==> src/rtl/gpio_edge_pkg.sv <==
package gpio_edge_pkg;
  localparam int unsigned DEF_PIN_W  = 32;
  localparam int unsigned DEF_BANK_W = 16;

  function automatic int unsigned bank_cnt(int unsigned pins, int unsigned per_bank);
    return (pins + per_bank - 1) / per_bank;
  endfunction
endpackage

==> src/rtl/gpio_edge_en_pair.sv <==
module gpio_edge_en_pair #(
  parameter int unsigned W = 32
) (
  input  logic         clk_i,
  input  logic         rst_ni,
  input  logic         set_we_i,
  input  logic         clr_we_i,
  input  logic [W-1:0] wdata_i,
  output logic [W-1:0] en_o
);
  logic [W-1:0] en_q;
  logic [W-1:0] set_m, clr_m;

  assign set_m = set_we_i ? wdata_i : '0;
  assign clr_m = clr_we_i ? wdata_i : '0;

  // set applied after clear: set wins on collision
  always_ff @(posedge clk_i or negedge rst_ni) begin
    if (!rst_ni) en_q <= '0;
    else         en_q <= (en_q & ~clr_m) | set_m;
  end

  assign en_o = en_q;
endmodule

==> src/rtl/gpio_edge_detect.sv <==
module gpio_edge_detect #(
  parameter int unsigned W = 32
) (
  input  logic         clk_i,
  input  logic         rst_ni,
  input  logic [W-1:0] pin_i,
  input  logic [W-1:0] rise_en_i,
  input  logic [W-1:0] fall_en_i,
  output logic [W-1:0] edge_o
);
  logic [W-1:0] prev_q;

  always_ff @(posedge clk_i or negedge rst_ni) begin
    if (!rst_ni) prev_q <= '0;
    else         prev_q <= pin_i;
  end

  for (genvar i = 0; i < W; i++) begin : g_pin
    logic up, dn;
    assign up        =  pin_i[i] & ~prev_q[i];
    assign dn        = ~pin_i[i] &  prev_q[i];
    assign edge_o[i] = (up & rise_en_i[i]) | (dn & fall_en_i[i]);
  end
endmodule

==> src/rtl/gpio_edge_status.sv <==
module gpio_edge_status #(
  parameter int unsigned W = 32
) (
  input  logic         clk_i,
  input  logic         rst_ni,
  input  logic [W-1:0] edge_i,
  input  logic         clr_we_i,
  input  logic [W-1:0] wdata_i,
  output logic [W-1:0] status_o
);
  logic [W-1:0] stat_q;
  logic [W-1:0] clr_m;

  assign clr_m = clr_we_i ? wdata_i : '0;

  // new edge dominates a coincident clear
  always_ff @(posedge clk_i or negedge rst_ni) begin
    if (!rst_ni) stat_q <= '0;
    else         stat_q <= (stat_q & ~clr_m) | edge_i;
  end

  assign status_o = stat_q;
endmodule

==> src/rtl/gpio_edge_bank_gate.sv <==
module gpio_edge_bank_gate #(
  parameter int unsigned W      = 32,
  parameter int unsigned BANK_W = 16,
  localparam int unsigned NB    = gpio_edge_pkg::bank_cnt(W, BANK_W)
) (
  input  logic          clk_i,
  input  logic          rst_ni,
  input  logic [W-1:0]  status_i,
  input  logic          en_we_i,
  input  logic [NB-1:0] en_wdata_i,
  output logic [NB-1:0] en_o,
  output logic [NB-1:0] irq_o
);
  logic [NB-1:0] en_q;

  always_ff @(posedge clk_i or negedge rst_ni) begin
    if (!rst_ni)      en_q <= '0;
    else if (en_we_i) en_q <= en_wdata_i;
  end

  for (genvar b = 0; b < NB; b++) begin : g_bank
    localparam int unsigned LO = b * BANK_W;
    localparam int unsigned HI = ((LO + BANK_W) > W) ? W - 1 : LO + BANK_W - 1;
    logic any;
    assign any      = |status_i[HI:LO];
    assign irq_o[b] = any & en_q[b];
  end

  assign en_o = en_q;
endmodule

==> src/rtl/gpio_edge_irq_agg.sv <==
module gpio_edge_irq_agg #(
  parameter int unsigned PIN_W  = gpio_edge_pkg::DEF_PIN_W,
  parameter int unsigned BANK_W = gpio_edge_pkg::DEF_BANK_W,
  localparam int unsigned NB    = gpio_edge_pkg::bank_cnt(PIN_W, BANK_W)
) (
  input  logic             clk_i,
  input  logic             rst_ni,
  input  logic [PIN_W-1:0] pin_i,
  input  logic             rise_set_we_i,
  input  logic             rise_clr_we_i,
  input  logic             fall_set_we_i,
  input  logic             fall_clr_we_i,
  input  logic             stat_clr_we_i,
  input  logic             bank_en_we_i,
  input  logic [PIN_W-1:0] wdata_i,
  output logic [PIN_W-1:0] status_o,
  output logic [NB-1:0]    bank_irq_o
);
  logic [PIN_W-1:0] rise_en_q, fall_en_q, edges;
  logic [NB-1:0]    bank_en_q;

  gpio_edge_en_pair #(.W(PIN_W)) u_rise_en (
    .clk_i, .rst_ni,
    .set_we_i(rise_set_we_i), .clr_we_i(rise_clr_we_i),
    .wdata_i, .en_o(rise_en_q)
  );

  gpio_edge_en_pair #(.W(PIN_W)) u_fall_en (
    .clk_i, .rst_ni,
    .set_we_i(fall_set_we_i), .clr_we_i(fall_clr_we_i),
    .wdata_i, .en_o(fall_en_q)
  );

  gpio_edge_detect #(.W(PIN_W)) u_detect (
    .clk_i, .rst_ni, .pin_i,
    .rise_en_i(rise_en_q), .fall_en_i(fall_en_q),
    .edge_o(edges)
  );

  gpio_edge_status #(.W(PIN_W)) u_status (
    .clk_i, .rst_ni,
    .edge_i(edges), .clr_we_i(stat_clr_we_i), .wdata_i,
    .status_o
  );

  gpio_edge_bank_gate #(.W(PIN_W), .BANK_W(BANK_W)) u_bank (
    .clk_i, .rst_ni,
    .status_i(status_o), .en_we_i(bank_en_we_i),
    .en_wdata_i(wdata_i[NB-1:0]),
    .en_o(bank_en_q), .irq_o(bank_irq_o)
  );
endmodule

==> config.mk <==
export PLATFORM = sky130hd
export DESIGN_NAME = gpio_edge_irq_agg
export DESIGN_NICKNAME = d
export VERILOG_FILES = /design/src/rtl/gpio_edge_pkg.sv /design/src/rtl/gpio_edge_en_pair.sv /design/src/rtl/gpio_edge_detect.sv /design/src/rtl/gpio_edge_status.sv /design/src/rtl/gpio_edge_bank_gate.sv /design/src/rtl/gpio_edge_irq_agg.sv
export SDC_FILE = /design/constraint.sdc
export NUM_CORES = 1
export LEC_CHECK = 0
export BUFFER_PORTS_ARGS = -buffer_cell sky130_fd_sc_hd__buf_2
export CAP_MARGIN = 30
export CORE_MARGIN = 4
export CORE_UTILIZATION = 51
export CTS_BUF_LIST = sky130_fd_sc_hd__clkbuf_2
export DETAILED_ROUTE_END_ITERATION = 8
export PLACE_DENSITY_LB_ADDON = 0.1
export REMOVE_ABC_BUFFERS = 1
export SYNTH_ARGS = -nofsm -noshare
export SYNTH_HDL_FRONTEND = slang
export SYNTH_SLANG_ARGS = --single-unit
==> constraint.sdc <==
create_clock -name clk_i -period 0.9 [get_ports clk_i]
set_input_delay 0.135 -clock clk_i [delete_from_list [all_inputs] [get_ports clk_i]]
set_output_delay 0.135 -clock clk_i [all_outputs]
set_load 0.01 [all_outputs]
==> results of run 1 <==
## tightest hold or removal path: cells and delay by family
family	cells	cell delay, ns
buf+inv	3	1.01
## layer usage
metal | vias up | GRT usage, % | routed length, um
met5 | - | 0 | 0
met4 | 0 | 7.57 | 153
met3 | 15 | 6.16 | 566
met2 | 112 | 40.2 | 7080
met1 | 2148 | 32.6 | 6020
li1 | 1993 | - | -
## registers in the layout, summed over array words and instances (netlist names)
| register | cells |
|---|---|
| u_detect.prev_q | 32 |
| u_fall_en.en_o | 32 |
| u_rise_en.en_o | 32 |
| u_status.status_o | 32 |
| u_bank.en_o | 2 |
## layout by cell type, fill, tap and decap left out
cell type / synthesis / layout
dfrtp_1: 130 / 130
a21bo_4: 0 / 9
o21ai_0: 2 / 2
nor4_1: 8 / 1
inv_1: 2 / 2
clkinv_2: 0 / 4
buf_2: 6 / 76
nand3b_1: 32 / 32
dlygate4sd3_1: 0 / 72
nor4_2: 0 / 7
dlymetal6s4s_1: 0 / 1
buf_12: 0 / 11
clkbuf_2: 0 / 23
a22o_1: 64 / 64
a41oi_2: 0 / 2
a21bo_2: 32 / 23
o211ai_1: 32 / 32
buf_6: 6 / 52
buf_4: 3 / 9
nand2_1: 98 / 98
clkinv_1: 0 / 2
bufinv_16: 0 / 2
## logic make-up after synthesis
kind of cell / count (synthesis) / synth area share, %
AND/OR/NAND/NOR: 138 / 12.7
AO/OA/AOI/OAI: 132 / 22.1
flip-flops: 130 / 62.7
buffers and inverters: 17 / 2.46
## where the power goes
| group | switching, mW | internal, mW | total (mW) |
|---|---|---|---|
| clock | 1.96 | 1.29 | 3.25 |
| combinational | 1.26 | 1.99 | 3.25 |
| sequential | 0.476 | 6.50 | 6.98 |
## path summary, 6_finish.rpt
| check | start | to | slack [ns] | depth (start not counted) |
|---|---|---|---|---|
| max in group asynchronous | rst_ni | u_fall_en.en_o[28] | 0.04 | 4 |
| worst max-delay path | u_status.status_o[31] | bank_irq_o[1] | -1.10 | 4 |
| worst min-delay path | rst_ni | u_rise_en.en_o[17] | 0.07 | 3 |
| worst min register to register | u_detect.prev_q[13] | u_status.status_o[13] | 0.49 | 1 |
| min in group clk_i | pin_i[12] | u_detect.prev_q[12] | 0.14 | 2 |
| worst max register to register | u_status.status_o[10] | u_status.status_o[10] | -0.21 | 5 |
## cell usage after synthesis, drive strengths merged
cell | instances | share of area (%)
dfrtp | 130 | 63
nand2 | 98 | 7.1
a22o | 64 | 11
a21bo | 32 | 6.2
nand3b | 32 | 4.6
o211ai | 32 | 4.6
buf | 15 | 2.3
nor4 | 8 | 0.96
a41oi | 2 | 0.34
inv | 2 | 0.14
o21ai | 2 | 0.19
## stage by stage
step	utilization, %	setup slack, ns	instances
global route	76.8	-1.26	787
detailed placement	62.7	-0.474	674
CTS	75.1	-1.16	782
floorplan	-	-0.0998	402
global placement	62.7	-0.436	674
finish	76.8	-1.10	787
## cell type report
type	count	area, um^2
clock inverters	8	87.6
clock buffers	23	115
well taps	133	166
fillers	648	2280
repair buffers	221	1990
multi-input cells	270	1920
flip-flops and latches	130	3250
inverters	2	7.51
## timing repair
item                                    CTS  global route
resized for setup                        48            28
endpoints found under the hold margin   260             0
buffers inserted                          8            11
hold buffers                             73             0
endpoints found under the setup margin   47           117
pin swaps                                 4             2
==> results.md, run 1 <==
- Worst setup margin: -1.10 ns
- Ports: 106
- Chip width: about 110 um
- Crit start category: flop
- Relative slew slack: 71.2%
- Post-synthesis sequential area ratio: between 60 and 70%
- Worst VDD drop: 1.28 mV
- Largest net degree at the start of global routing: just under 60
- Clock Pin Slew Worst Setup and Hold Paths: 0.16 ns
- Setup crit end kind: output pin
- Die area: 11,800 um^2
- TritonCTS clock tree: built
- First-pass GRT wire length: around 22 mm
- Final hold vios: 0
- Yosys warns: 0
- Setup violators final: 50
- Final ANT Viol Nets: 0
- Crit share post-route: 222%
- Slowest cell on the critical path: dfrtp_1
- Final Critical Period: between 1.5 and 2 ns
- Overflow after GRT: 0
- Clk sinks: 130
- Chip height: 109 um
- Max Freq: between 500 and 600 MHz
- Detail Placement HPWL: ~8.5 mm
- Area delta synth->final: 45.3%
- # rows: 36
- Critical Path, Cell by Cell: nor4_2 > buf_4 > a41oi_2 > buf_2
- Core region area: 9820 um^2
- Vias in the first global route: around 4.4k
- Leakage: between 3 and 4 nW
- Synth Register Bits: 130
- Drc violations: 0
- Tot Pwr: approximately 13 mW
- Number of H-tree levels: 4
- Via count: ~4.3k
- IO Port Bufs: 105
- Gr usage total: approximately a quarter
- Synthesized area: just over 5000 um^2
- Cell variety after synth: 13
- Final wirelength: between 10 and 15 mm
- Vias/cell: roughly 5.4
- Placed Area: about 6200 um^2
- Final Slew Violations: 0
- RSZ-0062 raised after global routing: yes
- Violated checks: negative setup slack
- Crit-path max FO: 3
- CP peak stage delay: around 0.44 ns
- Skew-Pair Late Insertion Delay: between 0.6 and 0.7 ns
- Clk root buf: clkbuf_2
- Arr. time, crit path: approximately 1.9 ns
- Mapped Cells: approximately 420
- DRT iter0 DRCs: 268
- Setup TNS: -19.79 ns
- Crit path max-delay family: flip-flops
- Routed WL per cell: 17.6 um
- Starting Density: 52.8%
- GP Congestion: between 0.7 and 0.8
- Fin nets: 714
- Crit Path Category: reg -> out
- Syn_area_per_cell: about 12 um^2
- Layout cells sized above 1: about a third
- First-pass DRT Iterations: 4
- Setup Skew: about 0.018 ns
- Status: complete, but fails checks
- Diodes inserted: 0
- Pwr Density: ~1800 nW/um^2
- Worst slew pin tran: 0.433 ns
- CP Buf/Inv Count: 2
- MaxCap Viol Count: 0
- Final Cell Area: approximately 7500 um^2
- Final Hold Slack: about 0.070 ns
- Clk buf depth: 2
- Worst EP required: between 0.7 and 0.8 ns
- HP Class: in -> async
- Initial antenna violation count: 0
- Cts bufs inserted: 17
Power figures use the tool's default switching activity.
==> inputs of run 2 (changes only) <==
--- a/config.mk
+++ b/config.mk
@@ -7,6 +7,7 @@
 export LEC_CHECK = 0
 export BUFFER_PORTS_ARGS = -buffer_cell sky130_fd_sc_hd__buf_2
 export CAP_MARGIN = 30
+export CORE_ASPECT_RATIO = 0.5
 export CORE_MARGIN = 4
 export CORE_UTILIZATION = 51
 export CTS_BUF_LIST = sky130_fd_sc_hd__clkbuf_2
==> results.md, run 2 (synthesis results as in run 1) <==
- Crit share post-route: 215%
- Ports: 106
- Clk buf depth: 2
- Core region area: between 9000 and 10,000 um^2
- Diodes inserted: 0
- # rows: 25
- Gr usage total: roughly 24%
- Cell Count, Final, Fillers Out: a little under 800
- Initial antenna violation count: 0
- Clk root buf: clkbuf_2
- Setup crit start: u_status.status_o[30]
- Routed WL per cell: between 15 and 20 um
- Chip height: between 70 and 80 um
- Layout cells sized above 1: between 30% and 40%
- Cell depth of the worst min-delay path: 2
- CP peak stage delay: between 0.4 and 0.5 ns
- RSZ-0062 raised after global routing: yes
- Most frequent cells in the layout: dfrtp_1 (130), nand2_1 (98), buf_2 (75), dlygate4sd3_1 (72), a22o_1 (64)
- Die area: roughly 12,000 um^2
- Starting Density: a little over half
- Final Cell Area: approximately 7600 um^2
- Leakage: about 3.5 nW
- WP depth: 3
- Clock Pin Slew Worst Setup and Hold Paths: roughly 0.20 ns
- Setup violators final: 56
- Skew-Pair Late Insertion Delay: about 0.67 ns
- First-pass DRT Iterations: 4
- Pwr Density: roughly 1800 nW/um^2
- Area delta synth->final: 47.3%
- Max Freq: 518 MHz
- First-pass GRT wire length: roughly 22 mm
- Fin nets: around 720
- Worst EP required: 0.76 ns
- Largest net degree at the start of global routing: 57
- TritonCTS clock tree: built
- CP Buf/Inv Count: 1
- Clk sinks: 130
- Setup Skew: around 0.026 ns
- Placed Area: between 6000 and 7000 um^2
- Final ANT Viol Nets: 0
- GP Congestion: between 0.7 and 0.8
- RR Startpoint: u_status.status_o[24]
- Worst VDD drop: ~1.3 mV
- Violated checks: negative setup slack
- DRT iter0 DRCs: 200
- Drc violations: 0
- Chip width: 151 um
- Crit Path Category: reg -> out
- Worst setup margin: -1.03 ns
- Crit start category: flop
- Crit-path max FO: 2
- Commonest non-fill, non-tap cell in the layout: dfrtp_1
- Fillers: between 500 and 600
- Detail Placement HPWL: roughly 8 mm
- Overflow after GRT: 0
- HP Class: in -> reg
- Setup crit end kind: output pin
- Crit path max-delay family: flip-flops
- Via count: roughly 4.3k
- Final hold vios: 0
- Arr. time, crit path: around 1.8 ns
- Status: complete, but fails checks
- Slowest cell on the critical path: dfrtp_1
- Number of H-tree levels: 4
- Final wirelength: between 10 and 15 mm
- MaxCap Viol Count: 0
- Dpl cells: just under 700
- Final Slew Violations: 0
- Critical Path, Cell by Cell: nor4_4 > a41oi_2 > buf_2
- Final Critical Period: about 1.9 ns
- Vias in the first global route: between 4k and 5k
- IO Port Bufs: approximately 110
- Worst slew pin tran: approximately 0.43 ns
- Vias/cell: around 5.4
- Reg2Reg Depth: 4
- Hold path startpoint: pin_i[2]
- Relative slew slack: 71.1%
- Cts bufs inserted: 17
## run 2: cell count changes in the layout (fill, tap and decap cells not counted), sizes merged
| cell | change |
|---|---|
| bufinv | +1 |
| inv | +1 |
| clkinvlp | +3 |
| clkbuf | -5 |
| dlymetal6s4s | -1 |
| clkinv | +2 |
| buf | +2 |
## run 2: metal layers
layer,vias to the layer above,part of all wire (%),GRT usage (%)
li1,1997,-,-
met4,0,0.71,7.32
met1,2127,47,33.8
met5,-,0,0
met3,10,5.5,5.70
met2,116,47,39.2
## run 2: where the power goes
part | internal (mW) | switching, mW
clock network | 1.52 | 2.18
registers | 6.50 | 0.489
logic | 2.10 | 1.30
## run 2: cell type report
class	count	area [um^2]	area share, %
Sequential cell	130	3250	42.6
Timing Repair Buffer	223	2000	26.1
Multi-Input combinational cell	270	1970	25.7
Tap cell	135	169	2.21
Clock inverter	15	166	2.18
Clock buffer	17	85.1	1.11
Inverter	2	7.51	0.0982
## run 2: final timing paths
path / slack [ns] / end
hold reg to reg: 0.49 / u_status.status_o[8]
setup / recovery: -1.03 / bank_irq_o[1]
max in group asynchronous: 0.05 / u_status.status_o[14]
hold / removal: 0.11 / u_detect.prev_q[2]
setup reg to reg: -0.16 / u_status.status_o[24]
min in group asynchronous: 0.56 / u_rise_en.en_o[5]
## run 2: metrics by stage
step                      utilization, %  hold slack, ns  worst slack [ns]  power [mW]  TNS (ns)
after floorplan                        -          -0.161           -0.0998        7.97    -0.200
after global placement              63.8           0.170            -0.500        9.38    -0.819
after detailed placement            63.8           0.169            -0.503        9.43    -0.878
after CTS                           77.2          0.0372             -1.09        13.9    -26.77
after global routing                79.1          0.0519             -1.18        14.8    -25.09
final                               79.1           0.110             -1.03        14.1    -20.92
## run 2: what timing repair did
item,in CTS,in global routing
setup buffers,9,14
resized for setup,63,33
hold buffers,72,1
pin swaps,3,3
endpoints found under the setup margin,50,185
cloned,0,1
hold endpoints to repair,260,21
==> inputs of run 3 (changes only) <==
--- a/config.mk
+++ b/config.mk
@@ -5,6 +5,7 @@
 export SDC_FILE = /design/constraint.sdc
 export NUM_CORES = 1
 export LEC_CHECK = 0
+export ABC_CLOCK_PERIOD_IN_PS = 900
 export BUFFER_PORTS_ARGS = -buffer_cell sky130_fd_sc_hd__buf_2
 export CAP_MARGIN = 30
 export CORE_ASPECT_RATIO = 0.5
@@ -13,6 +14,7 @@
 export CTS_BUF_LIST = sky130_fd_sc_hd__clkbuf_2
 export DETAILED_ROUTE_END_ITERATION = 8
 export PLACE_DENSITY_LB_ADDON = 0.1
+export RECOVER_POWER = 25
 export REMOVE_ABC_BUFFERS = 1
 export SYNTH_ARGS = -nofsm -noshare
 export SYNTH_HDL_FRONTEND = slang
==> results.md, run 3 (synthesis results as in run 1) <==
- Status: complete, but fails checks
- Violated checks: negative setup slack
- Worst VDD drop: approximately 1.3 mV
- CP peak stage delay: 0.45 ns
- Final Cell Area: approximately 7600 um^2
- Reg2Reg Depth: 4
- Crit Path Category: reg -> out
- RSZ-0062 raised after global routing: yes
- Drc violations: 0
- Cell depth of the worst min-delay path: 2
- FF-to-FF setup slack: -0.16 ns
- Clock Pin Slew Worst Setup and Hold Paths: roughly 0.2 ns
- First-pass GRT wire length: approximately 22 mm
- Pwr Density: around 1900 nW/um^2
- Crit share post-route: 215%
- Most frequent cells in the layout: dfrtp_1 (130), nand2_1 (98), dlygate4sd3_1 (72), a22o_1 (64), buf_6 (60)
- Dpl cells: 682
- First-pass DRT Iterations: 4
- Worst slew pin tran: between 0.4 and 0.5 ns
- MaxCap Viol Count: 0
- Largest net degree at the start of global routing: between 50 and 60
- Int Power: ~10 mW
- Overflow after GRT: 0
- HP Class: in -> reg
- Sw frac: 28.2%
- Setup crit end kind: output pin
- Final hold vios: 0
- Crit-path max FO: 2
- Setup Skew: around 0.025 ns
- Core Util, Final: about four fifths
- DRT iter0 DRCs: 204
- Hold Path End: u_detect.prev_q[0]
- Chip width: about 150 um
- CP Buf/Inv Count: 1
- Cell Count, Final, Fillers Out: approximately 790
- Layout cells sized above 1: roughly 28%
- Vias/cell: between 5 and 6
- Clk sinks: 130
- Area delta synth->final: 46.6%
- Reg power frac: 49.6%
- RR Startpoint: u_status.status_o[24]
- Worst EP required: between 0.7 and 0.8 ns
- Setup violators final: 56
- Hold path startpoint: pin_i[0]
- Vias in the first global route: between 4k and 5k
- # rows: 25
- Detail Placement HPWL: 8.24 mm
- Clk buf depth: 2
- Leakage: ~3.4 nW
- Slowest cell on the critical path: dfrtp_1
- Fillers: 619
- Number of H-tree levels: 4
- Skew-Pair Late Insertion Delay: about 0.67 ns
- Dpl ws: -0.503 ns
- Critical Path, Cell by Cell: nor4_4 > a41oi_2 > buf_2
- IO Port Bufs: ~110
- Fin nets: about 720
- Die area: about 12,000 um^2
- Routed WL per cell: between 15 and 20 um
- Crit start category: flop
- Initial antenna violation count: 0
- Crit path max-delay family: flip-flops
- Ports: ~110
- Clock power share: between 20% and 30%
- Cts bufs inserted: 17
- Starting Density: 53.7%
- Final wirelength: between 10 and 15 mm
- R2r endpoint: u_status.status_o[24]
- GP Congestion: ~0.75
- Core region area: about 9700 um^2
- Final Slew Violations: 0
- Worst setup margin: -1.03 ns
- Final Hold Slack: 0.122 ns
- Setup crit start: u_status.status_o[30]
- TritonCTS clock tree: built
- Relative slew slack: 71.0%
- Gr usage total: around a quarter
- Clk root buf: clkbuf_2
- Arr. time, crit path: around 1.8 ns
- Final Critical Period: 1.93 ns
- Commonest non-fill, non-tap cell in the layout: dfrtp_1
- Placed Area: 6160 um^2
- Chip height: roughly 80 um
- Switching pwr: 3.98 mW
- Max Freq: 517 MHz
- Final ANT Viol Nets: 0
- Via count: approximately 4.3k
- Diodes inserted: 0
- Combinational power share: 24.0%
==> run 3: cell type report <==
cell class | instances | area (um^2) | area share, %
multi-input combinational | 270 | 1970 | 25.9
inverter | 2 | 7.51 | 0.0987
tap | 135 | 169 | 2.22
timing repair buffer | 223 | 1960 | 25.7
clock buffer | 17 | 85.1 | 1.12
sequential | 130 | 3250 | 42.8
clock inverter | 15 | 166 | 2.19
==> run 3: worst max path at each step <==
stage | slack (ns) | depth (start not counted) | end
6_report | -1.03 | 3 | bank_irq_o[1]
5_1_grt | -1.18 | 4 | bank_irq_o[0]
4_1_cts | -1.09 | 4 | bank_irq_o[0]
3_5_place_dp | -0.50 | 4 | bank_irq_o[1]
3_3_place_gp | -0.50 | 4 | bank_irq_o[1]
2_1_floorplan | -0.1 | 2 | bank_irq_o[0]
==> run 3: power groups by stage <==
stage	logic [mW]	registers, mW	clock network (mW)
3_3_place_gp	2.42	6.95	0
4_1_cts	3.16	6.95	3.80
3_5_place_dp	2.45	6.97	0
6_report	3.38	6.99	3.71
2_1_floorplan	0.921	7.05	0
5_1_grt	3.66	7.07	4.04
==> run 3: layer usage <==
layer	track usage (%)	share of wire, %	wire length [um]
met1	33.8	47	6590
met2	39.2	47	6560
met3	5.70	5.6	784
met4	7.32	0.30	42
met5	0	0	0
==> run 3: repair_timing <==
item | in CTS | in global routing
cloned | 0 | 1
buffers inserted | 9 | 14
pin swaps | 3 | 3
endpoints found under the setup margin | 50 | 185
resized for setup | 63 | 33
hold buffers | 72 | 1
endpoints found under the hold margin | 260 | 21
==> run 3: per-stage QoR <==
| stage | power, mW | TNS, ns |
|---|---|---|
| after detailed placement | 9.43 | -0.878 |
| after CTS | 13.9 | -26.77 |
| after global placement | 9.38 | -0.819 |
| final | 14.1 | -21.01 |
| after global routing | 14.8 | -25.09 |
| after floorplan | 7.97 | -0.200 |
